[src/rtl/iso_link_pkg.sv]
package iso_link_pkg;

    // Start marker (0 then 1) ahead of the data, toggle and parity after it.
    localparam int MARKER_BITS  = 2;
    localparam int TRAILER_BITS = 2;

    typedef enum logic {
        TX_IDLE = 1'b0,
        TX_SEND = 1'b1
    } tx_state_e;

    typedef enum logic [1:0] {
        RX_SETTLE = 2'd0,   // wait for the line to return idle
        RX_HUNT   = 2'd1,   // wait for the first marker bit
        RX_BITS   = 2'd2,   // second marker bit, then the payload
        RX_STOP   = 2'd3    // stop position, verdict
    } rx_state_e;

endpackage

[src/rtl/iso_link_tx.sv]
module iso_link_tx
    import iso_link_pkg::*;
#(
    parameter int W      = 8,
    parameter int PERIOD = 178
) (
    input  logic         clk,
    input  logic         rst_n,
    input  logic [W-1:0] word_i,
    output logic         line_o
);

    localparam int NBITS = MARKER_BITS + W + TRAILER_BITS;
    localparam int CW    = $clog2(NBITS);
    localparam int TW    = $clog2(PERIOD);
    localparam logic [CW-1:0] C_LAST = CW'(NBITS - 1);
    localparam logic [TW-1:0] T_LAST = TW'(PERIOD - 1);

    typedef struct packed {
        tx_state_e        state;
        logic [CW-1:0]    cnt;
        logic [NBITS-1:0] sh;
        logic [TW-1:0]    timer;
        logic [W-1:0]     last;
        logic             tog;
    } tx_regs_t;

    tx_regs_t q, d;
    logic     start;
    logic     new_tog;

    always_comb begin
        d       = q;
        start   = 1'b0;
        new_tog = ~q.tog;

        if (q.timer != T_LAST) begin
            d.timer = q.timer + 1'b1;
        end

        if (q.state == TX_SEND) begin
            d.sh = {1'b1, q.sh[NBITS-1:1]};
            if (q.cnt == C_LAST) begin
                d.state = TX_IDLE;
            end else begin
                d.cnt = q.cnt + 1'b1;
            end
        end else if ((q.timer == T_LAST) || (word_i != q.last)) begin
            start = 1'b1;
        end

        if (start) begin
            d.state = TX_SEND;
            d.cnt   = '0;
            d.sh    = {^{new_tog, word_i}, new_tog, word_i, 2'b10};
            d.last  = word_i;
            d.tog   = new_tog;
            d.timer = '0;
        end
    end

    always_ff @(posedge clk) begin
        if (!rst_n) begin
            q <= '0;
        end else begin
            q <= d;
        end
    end

    assign line_o = (q.state == TX_SEND) ? q.sh[0] : 1'b1;

    // A pending change while idle opens a frame on the next edge.
    assert_change_starts_frame_R3: assert property (@(posedge clk) disable iff (!rst_n)
        (q.state == TX_IDLE && word_i != q.last) |=> (q.state == TX_SEND && !line_o))
        else $error("change while idle did not start a frame");

    // An expired period opens a frame on the next edge.
    assert_period_starts_frame_R2: assert property (@(posedge clk) disable iff (!rst_n)
        (q.state == TX_IDLE && q.timer == T_LAST) |=> (q.state == TX_SEND))
        else $error("expired period did not start a frame");

    // The last bit of a frame is always followed by an idle line cycle.
    assert_idle_after_frame_R5: assert property (@(posedge clk) disable iff (!rst_n)
        (q.state == TX_SEND && q.cnt == C_LAST) |=> (line_o && q.state == TX_IDLE))
        else $error("no idle cycle after frame");

endmodule

[src/rtl/iso_link_rx.sv]
module iso_link_rx
    import iso_link_pkg::*;
#(
    parameter int W       = 8,
    parameter int TIMEOUT = 202,
    parameter int LIMIT   = 4
) (
    input  logic         clk,
    input  logic         rst_n,
    input  logic         line_i,
    output logic [W-1:0] word_o,
    output logic         fault_o
);

    localparam int PB = W + TRAILER_BITS;       // payload bits after the marker
    localparam int CW = $clog2(PB + 1);
    localparam int TW = $clog2(TIMEOUT);
    localparam int RW = $clog2(LIMIT + 1);
    localparam logic [CW-1:0] C_LAST = CW'(PB);
    localparam logic [TW-1:0] T_LAST = TW'(TIMEOUT - 1);
    localparam logic [RW-1:0] R_MAX  = RW'(LIMIT);

    typedef struct packed {
        rx_state_e     state;
        logic [CW-1:0] cnt;
        logic          mark;
        logic [PB-1:0] sh;
        logic [TW-1:0] timer;
        logic [RW-1:0] rej;
        logic [W-1:0]  word;
        logic          fault;
    } rx_regs_t;

    rx_regs_t      q, d;
    logic          done;
    logic          ok;
    logic          tmo;
    logic          reject;
    logic [RW-1:0] rej_n;

    always_comb begin
        d      = q;
        done   = 1'b0;
        ok     = 1'b0;
        tmo    = 1'b0;
        rej_n  = q.rej;

        unique case (q.state)
            RX_SETTLE: begin
                if (line_i) d.state = RX_HUNT;
            end
            RX_HUNT: begin
                if (!line_i) begin
                    d.state = RX_BITS;
                    d.cnt   = '0;
                end
            end
            RX_BITS: begin
                if (q.cnt == '0) begin
                    d.mark = line_i;
                end else begin
                    d.sh = {line_i, q.sh[PB-1:1]};
                end
                if (q.cnt == C_LAST) begin
                    d.state = RX_STOP;
                end else begin
                    d.cnt = q.cnt + 1'b1;
                end
            end
            RX_STOP: begin
                done    = 1'b1;
                ok      = q.mark & ~(^q.sh) & line_i;
                d.state = line_i ? RX_HUNT : RX_SETTLE;
            end
            default: d.state = RX_SETTLE;
        endcase

        if (done) begin
            d.timer = '0;
        end else if (q.timer == T_LAST) begin
            tmo     = 1'b1;
            d.timer = '0;
        end else begin
            d.timer = q.timer + 1'b1;
        end

        reject = (done & ~ok) | tmo;

        if (done && ok) begin
            d.rej   = '0;
            d.word  = q.sh[W-1:0];
            d.fault = 1'b0;
        end else if (reject) begin
            if (q.rej != R_MAX) rej_n = q.rej + 1'b1;
            d.rej = rej_n;
            if (rej_n == R_MAX) begin
                d.word  = '0;
                d.fault = 1'b1;
            end
        end
    end

    always_ff @(posedge clk) begin
        if (!rst_n) begin
            q <= '0;
        end else begin
            q <= d;
        end
    end

    assign word_o  = q.word;
    assign fault_o = q.fault;

    assert_fault_forces_off_R9: assert property (@(posedge clk) disable iff (!rst_n)
        q.fault |-> (q.word == '0))
        else $error("fault raised with channels still enabled");

    assert_good_frame_restores_R10: assert property (@(posedge clk) disable iff (!rst_n)
        (done && ok) |=> (!q.fault && q.rej == '0))
        else $error("good frame did not clear the fault state");

    assert_hold_between_verdicts_R6: assert property (@(posedge clk) disable iff (!rst_n)
        (!done && !tmo) |=> $stable(q.word))
        else $error("output word moved without a verdict");

    assert_isolated_reject_keeps_R8: assert property (@(posedge clk) disable iff (!rst_n)
        (reject && q.rej < RW'(LIMIT - 1)) |=> ($stable(q.word) && !q.fault))
        else $error("isolated reject disturbed the outputs");

endmodule

[src/rtl/iso_link_framer.sv]
module iso_link_framer #(
    parameter int WIDTH             = 8,
    parameter int PERIOD_CYCLES     = 178,
    parameter int RX_TIMEOUT_CYCLES = 202,
    parameter int REJECT_LIMIT      = 4
) (
    input  logic             clk,
    input  logic             rst_n,
    input  logic [WIDTH-1:0] tx_word_i,
    output logic             line_o,
    input  logic             line_i,
    output logic [WIDTH-1:0] rx_word_o,
    output logic             link_fault_o
);

    iso_link_tx #(
        .W      (WIDTH),
        .PERIOD (PERIOD_CYCLES)
    ) u_tx (
        .clk    (clk),
        .rst_n  (rst_n),
        .word_i (tx_word_i),
        .line_o (line_o)
    );

    iso_link_rx #(
        .W       (WIDTH),
        .TIMEOUT (RX_TIMEOUT_CYCLES),
        .LIMIT   (REJECT_LIMIT)
    ) u_rx (
        .clk     (clk),
        .rst_n   (rst_n),
        .line_i  (line_i),
        .word_o  (rx_word_o),
        .fault_o (link_fault_o)
    );

endmodule

[config.mk]
export PLATFORM = sky130hd
export DESIGN_NAME = iso_link_framer
export DESIGN_NICKNAME = d
export VERILOG_FILES = /design/src/rtl/iso_link_pkg.sv /design/src/rtl/iso_link_tx.sv /design/src/rtl/iso_link_rx.sv /design/src/rtl/iso_link_framer.sv
export SDC_FILE = /design/constraint.sdc
export NUM_CORES = 1
export LEC_CHECK = 0
export BUFFER_PORTS_ARGS = -buffer_cell sky130_fd_sc_hd__buf_2
export CORE_MARGIN = 8
export CORE_UTILIZATION = 50
export CTS_CLUSTER_DIAMETER = 200
export DETAILED_ROUTE_END_ITERATION = 8
export GPL_TIMING_DRIVEN = 0
export PLACE_DENSITY = 0.68
export REMOVE_ABC_BUFFERS = 1
export SETUP_SLACK_MARGIN = 0.2
export SLEW_MARGIN = 20
export SYNTH_ARGS = -nofsm -noshare
export SYNTH_HDL_FRONTEND = slang
export SYNTH_SLANG_ARGS = --single-unit
[constraint.sdc]
create_clock -name clk -period 3.1 [get_ports clk]
set_input_delay 0.155 -clock clk [delete_from_list [all_inputs] [get_ports clk]]
set_output_delay 0.155 -clock clk [all_outputs]
set_load 0.005 [all_outputs]
# Yosys cells after proc, flatten, opt, wreduce, memory -nomap -nowiden
# Index checks and enable logic that the tools add are counted.
# totals
n_memories	0
elab_cells	90
latchBits	0
input_bits	11
mem_bits_rw	0
reg_bits	71
romBits	0
out_inout_bits	10
# classes
n_div	0
n_reduce_logical	20
n_mul	0
n_lt_le_gt_ge	0
shifts	0
eq_ne	15
n_mux	25
n_addsub	5
bitwise_logic	10
# ops
op	count
two-way mux 34 bit	1
two-way mux 9 bit	3
two-way mux 17 bit	1
adder 8 x 1 -> 8 bit, second input constant	2
equality test 8 bit, second input constant	2
AND reduction 2 bit	5
parity 10 bit	1
two-way mux 1 bit	9
two-way mux 3 bit	3
parity 9 bit	1
adder 4 x 1 -> 4 bit, second input constant	2
equality test 4 bit, second input constant	2
two-way mux 4 bit	2
two-way mux 8 bit	1
!= test 8 bit	1
!= test 8 bit, second input constant	1
case mux 2 bit (4 select lines)	1
case mux 4 bit (2 select lines)	1
nonzero test 2 bit	4
two-way mux 6 bit	1
!= test 2 bit, second input constant	3
inverter 1 bit	6
AND reduction 3 bit	2
equality test 2 bit, second input constant	2
other kinds (14)	18

# Longest topological paths before layout
# logic_depth
depth_word	14
depth_mapped	8
ltp_nobuf	7

# Cells and area by module
# A second synthesis with hierarchy kept.
# hier_totals
hier_cells	379
area_unflattened_um2	3582.2
# modules_own_cells
module	cells_each	area_per_inst_um2	instances	seq_area_each_um2
iso_link_rx	211	1938.1	1	740.7
iso_link_tx	168	1644.1	1	680.7

# Worst setup path before layout
# Ideal clock, no wire load.
# synth_path
path_kind	register to register
start	register u_tx.q[9] in the netlist's numbering
end	register u_tx.q[11] in the netlist's numbering
setup_time_ns	0.141
slack_ns	1.197
path_buffers	1
stages_incl_launch_ff	8
synth_period_minus_slack_ns	1.903
arrival_time_ns	1.761
required_ns	2.959
path_cell_list	dfxtp_1 ha_1 nand4_1 or4_4 a31oi_4 nand2b_1 buf_4 nor3_1
# synth_via
elab_chain_cells	5
elab_cells_between_ends	7
classes_between	add/sub: 1; eq/ne: 2; mux: 2; reduce/logical: 2
# synth_lines
element	line_no	rtl
from (decl)	iso_link_tx.sv:28	tx_regs_t q, d;
from (signal assigned)	iso_link_tx.sv:64	q <= '0;
from (signal assigned)	iso_link_tx.sv:66	q <= d;
equality test 8 bit	iso_link_tx.sv:48	end else if ((q.timer == T_LAST) || (word_i != q.last)) begin
logical OR 1 bit	iso_link_tx.sv:48	
two-way mux 1 bit	iso_link_tx.sv:48	
two-way mux 1 bit	iso_link_tx.sv:41	if (q.state == TX_SEND) begin
OR reduction 2 bit (no line)	n/a	
# Several ways; a longest one is shown, not always the timed one.
# A chain may end at the register's enable or synchronous reset.

# Worst setup path in the final report
# layout_path
start	register u_tx.q[9] in the netlist's numbering
end	register u_tx.q[15] in the netlist's numbering
# The elaborated chain is that of the path after synthesis.

==> flow_metrics.py <==
metrics = {
    "outcome": {
        "status": "complete, no violations",
    },
    "power_and_ir_drop": {
        "switching_share": 0.276,
        "power_density_nw_per_um2": 581,
        "clockPowerShare": 0.379,
        "p_int_uw": 1610,
        "switchingPower_uw": 615,
        "pwr-share-seq": 0.457,
        "p_comb_frac": 0.164,
        "vdd.ir_drop.worst_mv": 0.312,
        "leakage_uw": 0.00151,
    },
    "global_routing": {
        "overflow": 0,
        "grt_max_degree": 60,
        "grt_use_total": 0.134,
        "grt_pass1_wl_um": 10800,
        "antenna_found_initial": 0,
        "grt_pass1_vias": 2429,
    },
    "timing": {
        "relSlewSlack": 0.410,
        "setup_viol": 0,
        "period_needed_ns": 2.23,
        "tns_ns": 0,
        "max_clock_freq_mhz": 448,
        "finalHoldViolations": 0,
        "holdWs_ns": 0.132,
        "rsz0062_at_grt": "no",
        "tightest_slew_ns": 0.885,
        "fin_crit_sh": 0.721,
        "finalMaxSlewViolations": 0,
        "fin_skew_ns": 0.0104,
    },
    "synthesis": {
        "yosys.area_share.adder": 0.0535,
        "yosys.area_share.simple": 0.210,
        "syn_inst": 381,
        "async_flop_share": 0,
        "yosys-top-cells-area": "dfxtp_1 41%, mux2i_1 8.0%, xnor2_1 6.0%",
        "yosysTopAreaCellShare": 0.405,
        "synth_top_family_by_area": "simple AND/OR/NAND/NOR gates",
        "synth-xor-area-share": 0.109,
        "synth_mux_area_frac": 0.0799,
        "synth_cell_type_count": 40,
        "ys.flop_type": "dfxtp_1",
        "synth_warnings": 0,
        "ys_seq_elements": 71,
        "synthesis.area_um2": 3510,
        "seq_area_frac_synth": 0.405,
        "synth_top_area_cell": "dfxtp_1",
        "syn_area_per_cell_um2": 9.21,
        "synth_compound_area_frac": 0.0949,
        "synth_edf_count": 0,
    },
    "routing": {
        "drc": 0,
        "totalWireLength_um": 6240,
        "avgRoutedWirePerCell_um": 12.7,
        "drtIter0Drc": 100,
        "vias": 2495,
        "ant_nets": 0,
        "vias_per_cell": 5.09,
        "first_pass_iters": 4,
    },
    "finish": {
        "diodes": 0,
        "final_util": 0.565,
        "drive_gt1_frac": 0.109,
        "final_cells": 490,
        "area_growth_pct": 9.34,
        "layout.nets": 415,
    },
    "cts": {
        "cts_hold_buf": 0,
        "htreeDepth": 3,
        "cts_root_buf": "clkbuf_8",
        "cts.sinks": 71,
        "cts_setup_buffers": 0,
        "clk_latency_ns": 0.35,
        "cts.clk_slew.worst_paths_ns": 0.08,
        "cts_tree": "yes",
        "numCtsBuffers": 9,
        "cts_resized": 0,
        "clockBufferDepth": 2,
    },
    "worst_setup_path": {
        "r2r_cells": 6,
        "worstSetupPathType": "reg2reg",
        "crit_arrival_ns": 2.44,
        "cp_max_fo": 10,
        "crit_path_end_kind": "flop",
        "slowest_stage": "or4_4",
        "worstPathCellList": "ha_1 -> nand4_1 -> or4_4 -> a31oi_4 -> nand2b_1 -> nor3_1",
        "max_stage_delay_ns": 0.49,
        "start_kind": "flop",
        "cp.required_ns": 3.31,
    },
    "placed_design": {
        "place_hpwl_um": 4280,
        "numPortBuffers": 20,
        "gp_congestion": 0.806,
        "dp_cells": 474,
    },
    "floorplan": {
        "core_um2": 6790,
        "io_pins": 21,
        "num_rows": 30,
        "die_w_um": 99.8,
        "start_util": 0.516,
        "die_area_um2": 9950,
        "die_h_um": 99.8,
    },
    "worst_hold_path": {
        "hp-class": "in2reg",
        "timing.hold.worst_path_depth": 3,
    },
    "flow_run": {
        "maxCapViolCount": 0,
    },
}
[cells in the mapped netlist (all sizes together), types with 2 or more instances]
cell and number:
buf 10, clkbuf 13, mux2i 28, nor2b 15, ha 15, a211oi 2
a21boi 12, nand3 29, nand2 28, and2 5, nand2b 4, nor3 3
xnor2 24, nand3b 4, nor3b 4, dfxtp 71, xor2 17, nor2 29
and3 2, nand4 6, o21ai 17, a21oi 16, a221oi 2, nor4 3
inv 11
[sequential cells by signal, indices dropped and copies added, names as in the netlist]
signal,cells
u_rx.word_o,8
u_tx.q,34
u_rx.fault_o,1
u_rx.q,28
[worst max-delay path, delay by kind of cell (launching register included)]
| kind | cells | cell delay [ns] |
|---|---|---|
| compound gates | 1 | 0.36 |
| fa+ha+maj | 1 | 0.18 |
| flops | 1 | 0.44 |
| simple gates | 4 | 1.11 |
[placed cells by master, fill, tap and decap left out, drive strengths merged, types with 4 or more instances in the layout]
cell type | synthesis | final
mux2i | 28 | 28
buf | 10 | 20
nor3b | 4 | 4
nand4 | 6 | 6
inv | 11 | 11
nand3b | 4 | 4
nor2b | 15 | 15
dfxtp | 71 | 71
nand2b | 4 | 4
nand2 | 28 | 28
a21boi | 12 | 12
xnor2 | 24 | 24
xor2 | 17 | 17
ha | 15 | 15
nor2 | 29 | 29
nand3 | 29 | 29
o21ai | 17 | 17
a21oi | 16 | 16
and2 | 5 | 5
clkbuf | 13 | 11
[metrics by stage]
stage | power [uW] | worst slack [ns] | cell area [um2]
2_1_floorplan | 1310 | 1.15 | 3380
3_3_place_gp | 1390 | 0.893 | 3600
3_5_place_dp | 1410 | 0.842 | 3600
4_1_cts | 2250 | 0.821 | 3840
5_1_grt | 2350 | 0.710 | 3840
6_report | 2230 | 0.866 | 3840
[worst paths after layout]
check	end	slack, ns	start
max	u_tx.q[15]	0.87	u_tx.q[9]
min reg2reg	u_rx.fault_o	0.46	u_rx.fault_o
max reg2reg	u_tx.q[15]	0.87	u_tx.q[9]
min	u_tx.q[1]	0.13	tx_word_i[0]
[power groups by stage]
stage / logic, uW / registers [uW] / clock network [uW]
after floorplan: 283 / 1030 / 0
after global placement: 356 / 1040 / 0
after detailed placement: 366 / 1040 / 0
after CTS: 367 / 1020 / 865
after global routing: 417 / 1030 / 910
final: 366 / 1020 / 844
[final cells by class]
cell class	instances	area (um2)
fill	619	2960
multi-input combinational	275	1920
sequential	71	1420
clock buffer	11	151
tap	96	120
timing repair buffer	20	100
clock inverter	5	80.1
inverter	12	45.0
[cells by family (layout without fill, tap and decap cells)]
logic type | count (synthesis) | count (layout)
AOI/OAI and AO/OA | 53 | 53
xor gates and xnor gates | 42 | 42
adders and majority gates | 15 | 15
buffers and inverters | 35 | 48
DFF | 71 | 71
muxes | 28 | 28
and+or+nand+nor | 137 | 137
[layer usage]
layer,global-route usage,share of wire,vias to the layer above
met1,0.157,0.49,1157
li1,-,-,1301
met3,0.0398,0.034,12
met4,0.0698,0.020,0
met5,0,0,-
met2,0.217,0.45,25
No activity file was read; power rests on OpenSTA's default activity.
